### src/rtl/trap_verdict_pkg.sv
package trap_verdict_pkg;
  localparam int CLS_W  = 3;
  localparam int LVL_W  = 2;
  localparam int VERD_W = 2;
  localparam int N_WAIT = 2;

  typedef enum logic [CLS_W-1:0] {
    CLS_HVC  = 3'd0,
    CLS_SMC  = 3'd1,
    CLS_WFE  = 3'd2,
    CLS_WFI  = 3'd3,
    CLS_STMR = 3'd4
  } cls_e;

  typedef enum logic [VERD_W-1:0] {
    V_EXEC  = 2'b00,
    V_UNDEF = 2'b01,
    V_TRAP  = 2'b10
  } verdict_e;

  localparam logic [LVL_W-1:0] LVL_USR = 2'd0;
  localparam logic [LVL_W-1:0] LVL_KRN = 2'd1;
  localparam logic [LVL_W-1:0] LVL_MON = 2'd3;
endpackage

### src/rtl/tv_call_gate.sv
module tv_call_gate
  import trap_verdict_pkg::*;
(
  input  logic             is_hvc_i,
  input  logic             is_smc_i,
  input  logic [LVL_W-1:0] lvl_i,
  input  logic             nonsec_i,
  input  logic             sel2_en_i,
  input  logic             hvc_en_i,
  input  logic             smc_dis_i,
  output logic             undef_o
);
  logic at_usr, sec_krn_no_l2, hvc_undef, smc_undef;

  always_comb begin
    at_usr        = (lvl_i == LVL_USR);
    sec_krn_no_l2 = (lvl_i == LVL_KRN) && !nonsec_i && !sel2_en_i;
    hvc_undef     = !hvc_en_i || at_usr || sec_krn_no_l2;
    smc_undef     = smc_dis_i || at_usr;
    undef_o       = (is_hvc_i && hvc_undef) || (is_smc_i && smc_undef);
  end
endmodule

### src/rtl/tv_wait_trap.sv
module tv_wait_trap (
  input  logic hit_i,
  input  logic trap_en_i,
  input  logic below_mon_i,
  input  logic low_power_i,
  input  logic lower_trap_i,
  input  logic is64_i,
  input  logic cond_i,
  input  logic cond_pass_i,
  output logic trap_o
);
  logic cond_ok;

  always_comb begin
    // condition flags only qualify 32-bit conditional forms
    cond_ok = is64_i || !cond_i || cond_pass_i;
    trap_o  = hit_i && trap_en_i && below_mon_i && low_power_i &&
              !lower_trap_i && cond_ok;
  end
endmodule

### src/rtl/tv_timer_gate.sv
module tv_timer_gate
  import trap_verdict_pkg::*;
(
  input  logic             hit_i,
  input  logic [LVL_W-1:0] lvl_i,
  input  logic             nonsec_i,
  input  logic             is64_i,
  input  logic             st_open_i,
  input  logic             sel2_en_i,
  input  logic             lower_trap_i,
  output logic             trap_o
);
  logic eff_open;

  always_comb begin
    eff_open = st_open_i || sel2_en_i;
    trap_o   = hit_i && !eff_open && (lvl_i == LVL_KRN) && !nonsec_i &&
               is64_i && !lower_trap_i;
  end
endmodule

### src/rtl/trap_verdict.sv
module trap_verdict
  import trap_verdict_pkg::*;
(
  input  logic                               clk_i,
  input  logic                               rst_ni,
  input  logic                               valid_i,
  input  logic [trap_verdict_pkg::CLS_W-1:0] cls_i,
  input  logic [trap_verdict_pkg::LVL_W-1:0] lvl_i,
  input  logic                               nonsec_i,
  input  logic                               is64_i,
  input  logic                               cond_i,
  input  logic                               cond_pass_i,
  input  logic                               low_power_i,
  input  logic                               lower_trap_i,
  input  logic                               hvc_en_i,
  input  logic                               smc_dis_i,
  input  logic                               wfe_trap_i,
  input  logic                               wfi_trap_i,
  input  logic                               st_open_i,
  input  logic                               sel2_en_i,
  output logic                               valid_o,
  output logic [trap_verdict_pkg::VERD_W-1:0] verdict_o
);
  logic              below_mon;
  logic              undef, timer_trap, any_trap;
  logic [N_WAIT-1:0] wait_hit, wait_en, wait_trap;
  verdict_e          nxt;

  assign below_mon = (lvl_i != LVL_MON);
  assign wait_hit  = {cls_i == CLS_WFI, cls_i == CLS_WFE};
  assign wait_en   = {wfi_trap_i, wfe_trap_i};

  tv_call_gate u_call (
    .is_hvc_i (cls_i == CLS_HVC),
    .is_smc_i (cls_i == CLS_SMC),
    .lvl_i    (lvl_i),
    .nonsec_i (nonsec_i),
    .sel2_en_i(sel2_en_i),
    .hvc_en_i (hvc_en_i),
    .smc_dis_i(smc_dis_i),
    .undef_o  (undef)
  );

  for (genvar g = 0; g < N_WAIT; g++) begin : g_wait
    tv_wait_trap u_wait (
      .hit_i       (wait_hit[g]),
      .trap_en_i   (wait_en[g]),
      .below_mon_i (below_mon),
      .low_power_i (low_power_i),
      .lower_trap_i(lower_trap_i),
      .is64_i      (is64_i),
      .cond_i      (cond_i),
      .cond_pass_i (cond_pass_i),
      .trap_o      (wait_trap[g])
    );
  end

  tv_timer_gate u_timer (
    .hit_i       (cls_i == CLS_STMR),
    .lvl_i       (lvl_i),
    .nonsec_i    (nonsec_i),
    .is64_i      (is64_i),
    .st_open_i   (st_open_i),
    .sel2_en_i   (sel2_en_i),
    .lower_trap_i(lower_trap_i),
    .trap_o      (timer_trap)
  );

  assign any_trap = (|wait_trap) || timer_trap;

  always_comb begin
    if (undef)         nxt = V_UNDEF;
    else if (any_trap) nxt = V_TRAP;
    else               nxt = V_EXEC;
  end

  always_ff @(posedge clk_i or negedge rst_ni) begin
    if (!rst_ni) begin
      valid_o   <= 1'b0;
      verdict_o <= V_EXEC;
    end else begin
      valid_o <= valid_i;
      if (valid_i) verdict_o <= nxt;
    end
  end
endmodule

### config.mk
export PLATFORM = sky130hd
export DESIGN_NAME = trap_verdict
export DESIGN_NICKNAME = d
export VERILOG_FILES = /design/src/rtl/trap_verdict_pkg.sv /design/src/rtl/tv_call_gate.sv /design/src/rtl/tv_wait_trap.sv /design/src/rtl/tv_timer_gate.sv /design/src/rtl/trap_verdict.sv
export SDC_FILE = /design/constraint.sdc
export NUM_CORES = 1
export LEC_CHECK = 0
export BUFFER_PORTS_ARGS = -buffer_cell sky130_fd_sc_hd__buf_4
export CELL_PAD_IN_SITES_DETAIL_PLACEMENT = 1
export CELL_PAD_IN_SITES_GLOBAL_PLACEMENT = 1
export CORE_AREA = 2 2 39 41
export CTS_CLUSTER_SIZE = 16
export DETAILED_ROUTE_END_ITERATION = 8
export DIE_AREA = 0 0 41 43
export PLACE_DENSITY = 0.63
export SYNTH_ARGS = -nofsm -noshare
export SYNTH_HDL_FRONTEND = slang
export SYNTH_SLANG_ARGS = --single-unit
### constraint.sdc
create_clock -name clk_i -period 0.8 [get_ports clk_i]
set_input_delay 0.24 -clock clk_i [delete_from_list [all_inputs] [get_ports clk_i]]
set_output_delay 0.24 -clock clk_i [all_outputs]
set_load 0.1 [all_outputs]
==> metrics.yaml, run 1 <==
clock_tree:
  cts_setup_buffers: 0
  clk_pin_slew_worst_paths_ps: 40
  clk_latency_ps: 240
  cts.sinks: 3
  clk_path_buf_depth: 2
  cts_tree: "done"
  cts_made_buffers: 3
  clockRootBuffer: "clkbuf_4"
  ctsHtreeMaxLevel: 1
timing:
  rsz0062_at_grt: "true"
  timing.fmax_ghz: 0.884
  hold_ws_ps: 143
  relSlewSlack_pct: 82.0
  hold_viol_final: 0
  tightest_slew_ps: 267
  finalMaxSlewViolations: 0
  period_minus_slack_ps: 1130
  setup_viol: 5
  worst_slack_ps: -332
  fin_crit_sh_pct: 141
  fin_skew_ps: 0
synth:
  synth_top_family_by_area: "simple AND/OR/NAND/NOR gates"
  synth_mux_area_share_pct: 18.5
  synth_cell_types: 14
  synth_nets: 40
  synth-xor-area-share_pct: 0
  syn_area_um2: 203
  ys_ff_latch: 3
  synth-edff-count: 0
  netlist_instances: 20
  syn_area_per_cell_um2: 10.1
  yosysSeqAreaShare_pct: 37.0
  synthSimpleGateAreaFrac_pct: 42.0
  synthArstFlopShare_pct: 100
  synthFlopType: "dfrtp_1"
  synth_adder_area_share_pct: 0
  synth_compound_area_share_pct: 2.47
  yosys_warnings: 0
finish:
  final_common_cell: "buf_4"
  fin_util_pct: 36.7
  area_growth_pct: 151
  layoutNonFillerInstCount: 64
  n_antenna_cell: 0
  layout_common_cells: "buf_4, clkbuf_4, buf_12, dfrtp_4"
  final_nets: 69
  stdcell_area_um2: 508
  fill_cells: 166
  drive_gt1_share_pct: 72.9
setup_path:
  required_ps: 560
  cp_top_family: "flip-flops"
  cpPeakStageDelay_ps: 480
  arrival_ps: 890
  criticalPathCategory: "reg2out"
  endpoint_kind: "output port"
  critical_path.cell_chain: "buf_12"
  cp_slowest_cell: "dfrtp_4"
  cp_num_buf_inv: 1
  startpoint_type: "flip-flop"
  cp_max_fo: 2
placed_design:
  gp_congestion: 0.707
  port_buffers: 22
  place_area_um2: 407
  dp.cells: 59
floorplan:
  rows: 14
  start_util_pct: 14.6
  die-area_um2: 1760
  ioPinCount: 23
  die_h_um: 43
  coreArea_um2: 1380
  fp.dieW_um: 41
global_routing:
  grt_pass1_vias: 329
  antenna_found_initial: 0
  gr-usage-all-layers_pct: 12.8
  grt_max_degree: 5
  grt_pass1_wl_um: 1510
  gr-total-overflow: 0
status:
  status: "complete, but fails checks"
  violations: "setup timing"
routing:
  wl_per_cell_um: 12.7
  drt_iter0_markers: 0
  drc: 0
  viasPerCell: 4.19
  ant_nets: 0
  vias: 268
  finalWirelength_um: 810
  drt-pass1-iter-count: 1
min_path:
  hp-class: "in2reg"
power_and_ir_drop:
  power_density_nw_per_um2: 1320
  finalPower_mw: 0.672
  ir_drop_v: 0.000761
  p_leak_nw: 0.231
flow_run:
  drv_cap: 0
[cells in the mapped netlist (2+ instances only)]
cell     instances  area (um^2)
mux2_2           2         22.5
dfrtp_1          3         75.1
nor2_1           3         11.3
nand4_1          2         12.5
[per-stage QoR]
step / setup WS [ps] / setup TNS, ps
floorplan: -287 / -609
global placement: -436 / -1210
detailed placement: -451 / -1210
CTS: -336 / -1280
global route: -345 / -1410
finish: -332 / -1230
[final timing paths]
path,from,to,slack [ps],cells after the start
setup / recovery,verdict_o[0],verdict_o[0],-330,1
hold / removal,valid_i,valid_o,140,1
setup reg to reg,verdict_o[1],verdict_o[1],-70,1
hold reg to reg,verdict_o[1],verdict_o[1],590,1
max in group asynchronous,rst_ni,valid_o,350,2
min in group asynchronous,rst_ni,verdict_o[1],340,2
[timing repair]
action | 4_1_cts | 5_1_grt
hold buffers | 1 | 0
hold endpoints to repair | 3 | 0
pin swaps | 2 | 0
resized for setup | 15 | 0
endpoints found under the setup margin | 5 | 5
[report_power, final]
part	leakage, nW	internal (mW)	switching (mW)	total, mW
sequential	0.0343	0.166	0.00801	0.174
clock	0.0150	0.187	0.0806	0.268
combinational	0.182	0.124	0.107	0.231
[state kept, by name (all words and copies together) (netlist names)]
name       flops
verdict_o      2
valid_o        1
[area by class of cell]
type / instances / area, um^2 / area share, %
clock buffer: 4 / 26.3 / 5.17
multi-input combinational: 17 / 148 / 29.1
sequential: 3 / 86.3 / 17.0
tap: 16 / 20.0 / 3.94
timing repair buffer: 24 / 228 / 44.8
[kinds of logic after synthesis]
kind of cell / Yosys count
and+or+nand+nor: 13
DFF: 3
muxes: 3
AOI/OAI and AO/OA: 1
[layer usage]
layer  GRT usage [%]  vias up  wire length (um)
met5               0        -                 0
met3            2.62        4                 9
met2            20.0        6               483
li1                -      134                 -
met4            7.33        0                29
met1            15.3      124               288
(Power assumes the default switching activity.)
==> run 2: changes to the inputs <==
CTS_BUF_LIST = sky130_fd_sc_hd__clkbuf_8 sky130_fd_sc_hd__clkbuf_16   (was unset)
==> metrics.yaml, run 2 (synthesis results as in run 1) <==
status:
  status: "complete, but fails checks"
  violations: "setup timing"
floorplan:
  ioPinCount: 23  # unchanged
  coreArea_um2: 1380  # unchanged
  start_util_pct: 14.6  # unchanged
  fp.dieW_um: 41  # unchanged
  die-area_um2: 1760  # unchanged
  rows: 14  # unchanged
  die_h_um: 43  # unchanged
finish:
  largest_reg_flops: 2  # unchanged
  largest_register: "verdict_o"
  area_growth_pct: 172
  fill_cells: 165  # -0.60%
  layout_common_cells: "buf_4, buf_6, clkbuf_8, buf_12, dfrtp_4"
  final_nets: 70  # +1.4%
  regArea_um2: 86.3  # unchanged
  drive_gt1_share_pct: 75.5  # +2.6 points
  multi_input_area_um2: 158  # +6.8%
  final_common_cell: "buf_4"
  largestRegisters: "verdict_o (2), valid_o (1)"
  n_antenna_cell: 0  # unchanged
  fin_util_pct: 39.9  # +3.2 points
setup_path:
  crit_start: "verdict_o[1]"
  arrival_ps: 870  # -20 ps
  cp_top_family: "flip-flops"
  cpPeakStageDelay_ps: 480  # about the same
  reg2reg_depth: 2  # +1
  endpoint_kind: "output port"
  rrSetupSlack_ps: -190  # -120 ps
  cp_max_fo: 2  # unchanged
  startpoint_type: "flip-flop"
  critical_path.cell_chain: "buf_12"
  cp_num_buf_inv: 1  # unchanged
  r2r-end: "verdict_o[0]"
  cp_slowest_cell: "dfrtp_4"
  criticalPathCategory: "reg2out"
  required_ps: 560  # about the same
  reg2reg_from: "verdict_o[0]"
routing:
  wl_per_cell_um: 14.1  # +11%
  vias: 272  # +1.5%
  drt_iter0_markers: 2  # +2
  drt-pass1-iter-count: 4  # +3
  ant_nets: 0  # unchanged
  drc: 0  # unchanged
  viasPerCell: 4.18  # about the same
  finalWirelength_um: 917  # +13%
clock_tree:
  cts_tree: "done"
  cts_made_buffers: 3  # unchanged
  clk_pin_slew_worst_paths_ps: 30  # about the same
  ctsHtreeMaxLevel: 1  # unchanged
  clk_path_buf_depth: 2  # unchanged
  clk_latency_ps: 210  # -30 ps
  cts.sinks: 3  # unchanged
  clockRootBuffer: "clkbuf_8"
timing:
  timing.fmax_ghz: 0.904  # +2.3%
  relSlewSlack_pct: 83.1  # +1.1 points
  rsz0062_at_grt: "true"
  finalMaxSlewViolations: 0  # unchanged
  period_minus_slack_ps: 1110  # -25.1 ps
  setup_viol: 5  # unchanged
  fin_skew_ps: 0  # unchanged
  fin_crit_sh_pct: 138  # -3.1 points
  hold_viol_final: 0  # unchanged
  worst_slack_ps: -307  # +25.1 ps
  tightest_slew_ps: 252  # -15.5 ps
power_and_ir_drop:
  switching_share_pct: 25.6  # -3.5 points
  p_leak_nw: 0.255  # +10%
  pwr-share-clk_pct: 49.9  # +10 points
  seqPwrFrac_pct: 20.5  # -5.3 points
  power_switching_mw: 0.216  # +11%
  combinationalPowerShare_pct: 29.6  # -4.8 points
  power_density_nw_per_um2: 1530  # +16%
  internal_power_mw: 0.628  # +32%
  finalPower_mw: 0.844  # +26%
  ir_drop_v: 0.000955  # +26%
min_path:
  hold_depth: 1  # unchanged
  hold_end: "valid_o"
  min_from: "valid_i"
  hp-class: "in2reg"
global_routing:
  gr-usage-all-layers_pct: 13.8  # +1.0 points
  grt_max_degree: 5  # unchanged
  gr-total-overflow: 0  # unchanged
  grt_pass1_wl_um: 1590  # +5.4%
  grt_pass1_vias: 341  # +3.6%
  antenna_found_initial: 0  # unchanged
placed_design:
  gp_congestion: 0.707  # unchanged
  port_buffers: 22  # unchanged
flow_run:
  drv_cap: 0  # unchanged
-- run 2: per-stage QoR --
stage | worst slack (ps) | instances | setup TNS, ps | hold slack (ps) | instance area, um^2
2_1_floorplan | -287 | 20 | -609 | -55.6 | 214
3_3_place_gp | -436 | 59 | -1210 | 31.9 | 407
3_5_place_dp | -451 | 59 | -1210 | 32.6 | 407
4_1_cts | -313 | 64 | -1310 | 166 | 538
5_1_grt | -325 | 65 | -1400 | 161 | 552
6_report | -307 | 65 | -1300 | 170 | 552
-- run 2: worst max path at each step --
| stage | end | cells after the start |
|---|---|---|
| floorplan | verdict_o[1] | 4 |
| global placement | verdict_o[1] | 5 |
| detailed placement | verdict_o[1] | 5 |
| CTS | verdict_o[1] | 1 |
| global route | verdict_o[1] | 1 |
| finish | verdict_o[1] | 1 |
-- run 2: area by class of cell --
| class | instances | area share, % |
|---|---|---|
| clock inverter | 1 | 0.680 |
| tap | 16 | 3.63 |
| clock buffer | 3 | 7.48 |
| timing repair buffer | 25 | 44.0 |
| sequential | 3 | 15.6 |
| multi-input combinational | 17 | 28.6 |
-- run 2: power by group through the flow --
stage / Clock [mW] / Combinational (mW) / Sequential (mW)
2_1_floorplan: 0 / 0.0305 / 0.229
6_report: 0.421 / 0.250 / 0.173
4_1_cts: 0.433 / 0.241 / 0.174
5_1_grt: 0.453 / 0.265 / 0.174
3_3_place_gp: 0 / 0.194 / 0.171
3_5_place_dp: 0 / 0.195 / 0.171
-- run 2: metal layers --
layer  routed length, um  vias to the layer above  global-route usage (%)
met5                   0                        -                       0
met4                   0                        0                    6.00
met3                   7                        0                    4.19
met2                 582                        4                    22.5
met1                 327                      132                    15.6
li1                    -                      136                       -
-- run 2: repair_timing --
action,4_1_cts,5_1_grt
endpoints found under the hold margin,3,0
gates resized for setup,18,1
endpoints found under the setup margin,5,5
cloned,0,0
hold buffers,1,0
pin swaps,5,0
setup buffers,0,1
